[config.mk]
export PLATFORM = sky130hd
export DESIGN_NAME = ccf_eval
export DESIGN_NICKNAME = d
export VERILOG_FILES = /design/src/rtl/ccf_pkg.sv /design/src/rtl/ccf_sub_rule.sv /design/src/rtl/ccf_add_rule.sv /design/src/rtl/ccf_next.sv /design/src/rtl/ccf_eval.sv
export SDC_FILE = /design/constraint.sdc
export NUM_CORES = 1
export LEC_CHECK = 0
export CAP_MARGIN = 20
export CORE_MARGIN = 2
export CORE_UTILIZATION = 46
export CTS_BUF_LIST = sky130_fd_sc_hd__clkbuf_4
export CTS_CLUSTER_DIAMETER = 30
export CTS_CLUSTER_SIZE = 30
export DETAILED_ROUTE_END_ITERATION = 8
export PLACE_DENSITY = 0.69
export REMOVE_ABC_BUFFERS = 1
export SLEW_MARGIN = 20
export SYNTH_ARGS = -nofsm -noshare
export SYNTH_HDL_FRONTEND = slang
export SYNTH_SLANG_ARGS = --single-unit
[constraint.sdc]
create_clock -name clk -period 14.65 [get_ports clk]
set_input_delay 4.395 -clock clk [delete_from_list [all_inputs] [get_ports clk]]
set_output_delay 4.395 -clock clk [all_outputs]
set_load 0.05 [all_outputs]
[src/rtl/ccf_pkg.sv]
package ccf_pkg;
  localparam int DATA_W = 32;
  localparam int CLS_W  = 4;
  localparam int FLAG_W = 5;
  localparam int NLANE  = 3;

  typedef enum logic [CLS_W-1:0] {
    CLS_RESOLVED = 4'd0,
    CLS_LOGIC    = 4'd1,
    CLS_ADD      = 4'd2,
    CLS_SUB      = 4'd3,
    CLS_CMPB     = 4'd4,
    CLS_CMPW     = 4'd5,
    CLS_ADDX     = 4'd6,
    CLS_SUBX     = 4'd7,
    CLS_SHIFT    = 4'd8
  } ccf_cls_e;

  typedef struct packed {
    logic x;
    logic n;
    logic z;
    logic v;
    logic c;
  } ccf_flags_t;

  function automatic int lane_width(input int lane);
    if (lane == 0) return 8;
    if (lane == 1) return 16;
    return DATA_W;
  endfunction
endpackage

[src/rtl/ccf_sub_rule.sv]
module ccf_sub_rule #(
  parameter int W = 32
) (
  input  logic [W-1:0] res_i,
  input  logic [W-1:0] src_i,
  input  logic         cin_i,
  output logic         n_o,
  output logic         z_o,
  output logic         v_o,
  output logic         c_o
);
  logic [W-1:0] rebuilt;
  logic [W-1:0] ovf_vec;

  always_comb begin
    rebuilt = res_i + src_i + {{(W-1){1'b0}}, cin_i};
    ovf_vec = (rebuilt ^ res_i) & (rebuilt ^ src_i);
    z_o     = (res_i == '0);
    n_o     = !z_o && res_i[W-1];
    v_o     = ovf_vec[W-1];
    c_o     = cin_i ? (rebuilt <= src_i) : (rebuilt < src_i);
  end
endmodule

[src/rtl/ccf_add_rule.sv]
module ccf_add_rule #(
  parameter int W = 32
) (
  input  logic [W-1:0] res_i,
  input  logic [W-1:0] src_i,
  input  logic         cin_i,
  output logic         v_o,
  output logic         c_o
);
  logic [W-1:0] first_op;
  logic [W-1:0] ovf_vec;

  always_comb begin
    first_op = res_i - src_i - {{(W-1){1'b0}}, cin_i};
    ovf_vec  = (src_i ^ res_i) & ~(first_op ^ src_i);
    v_o      = ovf_vec[W-1];
    c_o      = cin_i ? (res_i <= src_i) : (res_i < src_i);
  end
endmodule

[src/rtl/ccf_next.sv]
module ccf_next
  import ccf_pkg::*;
(
  input  logic [CLS_W-1:0]  cls_i,
  input  logic [DATA_W-1:0] res_i,
  input  logic [DATA_W-1:0] src_i,
  input  ccf_flags_t        cur_i,
  input  logic [NLANE-1:0]  ln_n_i,
  input  logic [NLANE-1:0]  ln_z_i,
  input  logic [NLANE-1:0]  ln_v_i,
  input  logic [NLANE-1:0]  ln_c_i,
  input  logic              add_v_i,
  input  logic              add_c_i,
  output ccf_flags_t        nxt_o,
  output logic              bad_o
);
  localparam int FULL = NLANE - 1;

  always_comb begin
    nxt_o = cur_i;
    bad_o = 1'b0;
    case (ccf_cls_e'(cls_i))
      CLS_RESOLVED: nxt_o = ccf_flags_t'(res_i[FLAG_W-1:0]);
      CLS_LOGIC: begin
        nxt_o.n = ln_n_i[FULL];
        nxt_o.z = ln_z_i[FULL];
        nxt_o.v = 1'b0;
        nxt_o.c = 1'b0;
      end
      CLS_ADD, CLS_ADDX: begin
        nxt_o.n = ln_n_i[FULL];
        nxt_o.z = ln_z_i[FULL];
        nxt_o.v = add_v_i;
        nxt_o.c = add_c_i;
        nxt_o.x = add_c_i;
      end
      CLS_SUB, CLS_SUBX: begin
        nxt_o.n = ln_n_i[FULL];
        nxt_o.z = ln_z_i[FULL];
        nxt_o.v = ln_v_i[FULL];
        nxt_o.c = ln_c_i[FULL];
        nxt_o.x = ln_c_i[FULL];
      end
      CLS_CMPB: begin
        nxt_o.n = ln_n_i[0];
        nxt_o.z = ln_z_i[0];
        nxt_o.v = ln_v_i[0];
        nxt_o.c = ln_c_i[0];
      end
      CLS_CMPW: begin
        nxt_o.n = ln_n_i[1];
        nxt_o.z = ln_z_i[1];
        nxt_o.v = ln_v_i[1];
        nxt_o.c = ln_c_i[1];
      end
      CLS_SHIFT: begin
        nxt_o.n = ln_n_i[FULL];
        nxt_o.z = ln_z_i[FULL];
        nxt_o.v = 1'b0;
        nxt_o.c = (src_i != '0);
        nxt_o.x = (src_i != '0);
      end
      default: bad_o = 1'b1;
    endcase
    // sticky zero for the extended forms
    if (cls_i == CLS_ADDX || cls_i == CLS_SUBX)
      nxt_o.z = ln_z_i[FULL] & cur_i.z;
  end
endmodule

[src/rtl/ccf_eval.sv]
module ccf_eval
  import ccf_pkg::*;
(
  input  logic              clk,
  input  logic              rst_n,
  input  logic              upd_i,
  input  logic [CLS_W-1:0]  cls_i,
  input  logic [DATA_W-1:0] res_i,
  input  logic [DATA_W-1:0] src_i,
  output logic [FLAG_W-1:0] flags_o,
  output logic              bad_cls_o
);
  ccf_flags_t       flag_q;
  ccf_flags_t       flag_nxt;
  logic             bad_nxt;
  logic             bad_q;
  logic [NLANE-1:0] ln_n, ln_z, ln_v, ln_c;
  logic             add_v, add_c;
  logic             sub_cin, add_cin;

  assign sub_cin = (cls_i == CLS_SUBX);
  assign add_cin = (cls_i == CLS_ADDX);

  for (genvar g = 0; g < NLANE; g++) begin : g_lane
    localparam int LW = lane_width(g);
    ccf_sub_rule #(.W(LW)) u_sub (
      .res_i (res_i[LW-1:0]),
      .src_i (src_i[LW-1:0]),
      .cin_i ((g == NLANE-1) ? sub_cin : 1'b0),
      .n_o   (ln_n[g]),
      .z_o   (ln_z[g]),
      .v_o   (ln_v[g]),
      .c_o   (ln_c[g])
    );
  end

  ccf_add_rule #(.W(DATA_W)) u_add (
    .res_i (res_i),
    .src_i (src_i),
    .cin_i (add_cin),
    .v_o   (add_v),
    .c_o   (add_c)
  );

  ccf_next u_next (
    .cls_i   (cls_i),
    .res_i   (res_i),
    .src_i   (src_i),
    .cur_i   (flag_q),
    .ln_n_i  (ln_n),
    .ln_z_i  (ln_z),
    .ln_v_i  (ln_v),
    .ln_c_i  (ln_c),
    .add_v_i (add_v),
    .add_c_i (add_c),
    .nxt_o   (flag_nxt),
    .bad_o   (bad_nxt)
  );

  always_ff @(posedge clk) begin
    if (!rst_n) begin
      flag_q <= '0;
      bad_q  <= 1'b0;
    end else begin
      bad_q <= upd_i & bad_nxt;
      if (upd_i && !bad_nxt) flag_q <= flag_nxt;
    end
  end

  assign flags_o   = flag_q;
  assign bad_cls_o = bad_q;
endmodule

Yosys cells after proc, flatten, opt, wreduce, memory -nomap -nowiden
Index checks and enable logic that the tools add are counted.
{ "classes": {"n_addsub": 6, "order_cmp": 6, "n_eq_ne": 8, "mux": 6, "n_bitwise": 15, "reduce_logical": 22} }
{ "ops": {"columns": ["operator", "n"], "rows": [
  ["bitwise XOR 32 bit", 4],
  ["AND 32 bit", 2],
  ["<= comparator 32 bit", 2],
  ["< comparator 32 bit", 2],
  ["adder 32 x 1 -> 32 bit", 1],
  ["adder 32 bit", 1],
  ["logical NOT 32 bit", 1],
  ["inverter 32 bit", 1],
  ["nonzero test 32 bit", 1],
  ["subtractor 32 x 1 -> 32 bit", 1],
  ["subtractor 32 bit", 1],
  ["bitwise XOR 16 bit", 2],
  ["case mux 4 bit (7 select lines)", 1],
  ["adder 16 bit", 1],
  ["AND 16 bit", 1],
  ["== test 4 x 3 -> 1 bit (second input constant)", 4],
  ["logical NOT 16 bit", 1],
  ["< comparator 16 bit", 1],
  ["bitwise XOR 8 bit", 2],
  ["OR reduction 9 bit", 1],
  ["adder 8 bit", 1],
  ["AND 8 bit", 1],
  ["== test 4 x 2 -> 1 bit (second input constant)", 2],
  ["logical NOT 8 bit", 1],
  ["15 further kinds", 27]
]} }
{ "word_totals": {"register_bits": 6, "in_bits": 71, "elab_cells": 69} }

Logic depth before layout (Yosys ltp)
{ "depth": {"ltp_word": 7, "mapped_depth": 23, "mapped_depth_nobuf": 22} }

Modules after synthesis
A second synthesis with hierarchy kept.
{ "hier_totals": {"cells_unflattened": 1013, "area_unflattened_um2": 7357.1} }
{ "modules_own_cells": {"columns": ["module", "n_inst", "cells_each", "area_each_um2", "seq_area_each_um2"], "rows": [
  ["ccf_sub_rule at g_lane[2].u_sub", 1, 381, 2693.8, 0.0],
  ["ccf_add_rule", 1, 304, 2157.1, 0.0],
  ["ccf_sub_rule at g_lane[1].u_sub", 1, 155, 1178.6, 0.0],
  ["ccf_sub_rule at g_lane[0].u_sub", 1, 74, 585.6, 0.0],
  ["ccf_next", 1, 70, 476.7, 0.0],
  ["ccf_eval", 1, 29, 265.3, 120.1]
]} }

Least setup slack after synthesis
No wires, ideal clock.
{ "synth_timing": {"path_type": "input port to flip-flop", "from": "in cls_i[3]", "to": "reg flag_q, in the netlist flags_o[4]", "setup_time_ps": 74, "arrival_ps": 8566, "required_time_ps": 14576, "path_slack_ps": 6010, "path_stages": 22, "path_buffers": 1, "cell_sequence": "clkbuf_1 -> nor2b_1 -> and3_1 -> fa_1 -> fa_1 -> nor2b_1 -> o221ai_2 -> a211oi_2 -> a2111oi_4 -> a21oi_4 -> a2111oi_4 -> nor2_1 -> a221oi_2 -> xnor2_1 -> ha_1 -> nor2b_1 -> o21ai_0 -> o211ai_1 -> a21oi_1 -> o21ai_0 -> o211a_1 -> a31oi_1"} }
{ "synth_between": {"elab_chain_cells": 5, "word_cells_on_any_way": 21, "cone_classes": "add/sub: 1; order compare: 2; eq/ne: 8; mux: 3; reduce/logical: 7"} }
{ "synth_lines": {"columns": ["item", "line_no", "rtl"], "rows": [
  ["from (decl)", "ccf_eval.sv:7", "input logic [CLS_W-1:0] cls_i,"],
  ["== test 4 x 3 -> 1 bit", "ccf_next.sv:22, ccf_eval.sv:21", null],
  ["adder 32 x 1 -> 32 bit", "ccf_sub_rule.sv:16", "rebuilt = res_i + src_i + {{(W-1){1'b0}}, cin_i};"],
  ["< comparator 32 bit or <= comparator 32 bit (tied branches)", "ccf_sub_rule.sv:21", "c_o = cin_i ? (rebuilt <= src_i) : (rebuilt < src_i);"],
  ["2-to-1 mux 1 bit", "ccf_sub_rule.sv:21", null],
  ["case mux 1 bit (4 select lines)", "ccf_next.sv:22", "case (ccf_cls_e'(cls_i))"],
  ["to (signal assigned)", "ccf_eval.sv:66", "if (upd_i && !bad_nxt) flag_q <= flag_nxt;"],
  ["to (decl)", "ccf_eval.sv:13", "ccf_flags_t flag_q;"]
]} }
Parallel ways exist; a longest one is shown, timed or not.
A chain may end at the register's enable or synchronous reset.

Final worst setup path
Ends and elaborated chain as after synthesis.

==> flow_metrics.env <==
export IMPL_finalWeightedCongestion=0.957
export IMPL_rsz0062_at_grt="no"
export IMPL_io_pins=77
export IMPL_cap_violations=0
export IMPL_fin_crit_ns=9.60
export IMPL_clockPowerShare=0.047
export IMPL_setup_tns_ns=0
export IMPL_yosys_area_top_type="ha_1"
export IMPL_cp_max_fo=16
export IMPL_start_util=0.476
export IMPL_cts_tree="yes"
export IMPL_ys_flop_type="dfxtp_1"
export IMPL_endpoint_kind="register"
export IMPL_grt_pass1_vias=5787
export IMPL_fmax_mhz=104
export IMPL_wire_per_inst_um=17.2
export IMPL_max_slew_margin_rel=0.388
export IMPL_worst_slew_pin_slew_ns=0.910
export IMPL_multi_input_area_um2=5100
export IMPL_dieArea_um2=13500
export IMPL_seqPwrFrac=0.058
export IMPL_syn_avg_cell_area_um2=7.44
export IMPL_cts_hold_buf=0
export IMPL_chipHeight_um=116
export IMPL_ys_types=66
export IMPL_ys_warn_count=0
export IMPL_drcViolationCount=0
export IMPL_slowest_delay_ns=0.78
export IMPL_min_period_over_period=0.655
export IMPL_synth_seq_cells=6
export IMPL_clkTransAtPathRegs_ns=0.04
export IMPL_fin_area_um2=6690
export IMPL_power_leakage_nw=3.20
export IMPL_vias=5776
export IMPL_hold_viol_final=0
export IMPL_swShare=0.529
export IMPL_nFillCells=1176
export IMPL_syn_area_um2=5790
export IMPL_synth_top_cell_area_share=0.363
export IMPL_setup_viol=0
export IMPL_slew_violations=0
export IMPL_path_cells="clkdlybuf4s50_1 -> nor2b_1 -> and3_1 -> fa_1 -> fa_1 -> nor2b_1 -> o221ai_2 -> a211oi_2 -> a2111oi_4 -> a21oi_4 -> a2111oi_4 -> nor2_1 -> a221oi_2 -> xnor2_1 -> ha_1 -> nand4_1 -> nor2_1 -> nand3_1 -> o21ai_0 -> a21oi_1 -> o211a_1 -> a31oi_1"
export IMPL_numCtsBuffers=3
export IMPL_clock_latency_ns=0.24
export IMPL_root_buffer="clkbuf_4"
export IMPL_vias_per_cell=5.73
export IMPL_synth_edf_count=0
export IMPL_clk_path_buf_depth=2
export IMPL_die_x_um=116
export IMPL_crit_arrival_ns=9.77
export IMPL_ctsResizeCount=0
export IMPL_clock_skew_ns=0
export IMPL_yosysSeqAreaShare=0.0208
export IMPL_grt_pass1_wl_um=28600
export IMPL_routed_wl_um=17400
export IMPL_hpwlAfterDp_um=15100
export IMPL_antenna_found_initial=0
export IMPL_cp_top_family="compound AO/OA/AOI/OAI gates"
export IMPL_power_density_nw_per_um2=46.9
export IMPL_synth_area_leaders="ha_1 (36%), inv_1 (8.0%), xnor2_1 (7.0%)"
export IMPL_grt_usage=0.262
export IMPL_syn_inst=778
export IMPL_cts_setup_buffers=0
export IMPL_clock_sinks=6
export IMPL_firstDrtPassIters=5
export IMPL_grt_start_max_net_pins=17
export IMPL_drive_gt1_frac=0.0262
export IMPL_crit_required_ns=14.82
export IMPL_cp_slowest_cell="clkdlybuf4s50_1"
export IMPL_peakVddDrop_mv=0.0193
export IMPL_fin_total_pwr_w=0.000314
export IMPL_syn2layout_area_growth_pct=15.7
export IMPL_power_frac_comb=0.895
export IMPL_p_int_w=0.000148
export IMPL_status="finished clean"
export IMPL_cts_htree_levels=1
export IMPL_core_area_um2=12200
export IMPL_synthMostInstantiatedCell="ha_1"
export IMPL_switching_power_w=0.000166
export IMPL_critical_path_class="in2reg"
export IMPL_start_kind="primary input"
export IMPL_sequential_cell_area_um2=120
export IMPL_drtAntennaViolNets=0
export IMPL_drt_initial_drc_count=310
export IMPL_gr_total_overflow=0
export IMPL_synth_common_cells="ha_1 (168), inv_1 (124), a21oi_1 (73)"
export IMPL_worstPathBufferInverterCount=1
export IMPL_finalNetCount=1084
export IMPL_diodes=0
export IMPL_async_flop_share=0
export IMPL_portBuffers=76
export IMPL_rows=40
export IMPL_post_dp_cell_area_um2=6670
export IMPL_hp_class="reg2reg"
cell type report:
cell class / count / share of cell area
multi-input cells: 628 / 0.762
well taps: 168 / 0.0314
clock buffers: 3 / 0.00336
inverters: 127 / 0.0712
repair buffers: 76 / 0.114
flip-flops and latches: 6 / 0.0179
power groups by stage:
stage / clock network (W) / logic (W) / registers (W)
2_1_floorplan: 0 / 0.000186 / 0.0000218
3_3_place_gp: 0 / 0.000268 / 0.0000185
3_5_place_dp: 0 / 0.000277 / 0.0000184
4_1_cts: 0.0000155 / 0.000279 / 0.0000182
5_1_grt: 0.0000164 / 0.000314 / 0.0000182
6_report: 0.0000148 / 0.000281 / 0.0000181
per-layer routing:
metal / track usage / wire [µm] / part of all wire
met5: 0 / 0 / 0
met4: 0.0770 / 518 / 0.030
met3: 0.0358 / 901 / 0.052
met2: 0.437 / 7930 / 0.46
met1: 0.353 / 8040 / 0.46
kinds of logic after synthesis:
| group | Yosys count | share of synthesized area |
|---|---|---|
| flops | 6 | 0.0208 |
| mux | 3 | 0.00519 |
| simple gates | 194 | 0.173 |
| xor+xnor | 48 | 0.0750 |
| buf+inv | 144 | 0.0975 |
| fa+ha+maj | 171 | 0.374 |
| compound gates | 212 | 0.256 |
through the flow:
step | std cells | util | worst slack [ns] | hold slack [ns]
final | 1008 | 0.550 | 5.05 | 0.487
after floorplan | 761 | - | 6.19 | 0.710
after detailed placement | 1005 | 0.549 | 4.94 | 0.493
after global placement | 1005 | 0.549 | 5.09 | 0.484
after CTS | 1008 | 0.550 | 5.15 | 0.499
after global routing | 1008 | 0.550 | 4.78 | 0.518
cells in the final DEF (no fill, tap or decap), drive strengths merged, types with 4 or more instances in the layout:
cell type	netlist	final
o21a	4	4
xnor2	46	46
clkdlybuf4s50	0	76
a2111oi	4	4
nor4	24	24
o21ai	39	39
dfxtp	6	6
nand2	27	27
nor2	52	52
nand2b	9	9
a21oi	75	75
o31ai	8	8
ha	168	168
nand3	10	10
a21o	29	29
nor3	14	14
o211ai	7	7
a31oi	6	6
o21bai	9	9
nor2b	16	16
inv	127	127
a211oi	6	6
nand4	25	25
o221ai	5	5
flip-flops by register name, summed over array words and instances (netlist names):
register and count:
flags_o 5, bad_cls_o 1
final timing paths:
check / startpoint / endpoint / slack (ns) / cells after the start
worst max register to register: flags_o[1]$_SDFFE_PN0P_ / flags_o[1]$_SDFFE_PN0P_ / 13.49 / 6
worst min-delay path: flags_o[2]$_SDFFE_PN0P_ / flags_o[2]$_SDFFE_PN0P_ / 0.49 / 2
worst min register to register: flags_o[2]$_SDFFE_PN0P_ / flags_o[2]$_SDFFE_PN0P_ / 0.49 / 2
worst max-delay path: cls_i[3] / flags_o[4]$_SDFFE_PN0P_ / 5.05 / 22
worst min-delay path, stage by stage (launching register included):
cell and delay [ns]:
dfxtp_1 0.30, o21ai_0 0.06, a21boi_0 0.07
Power figures use the tool's default switching activity.
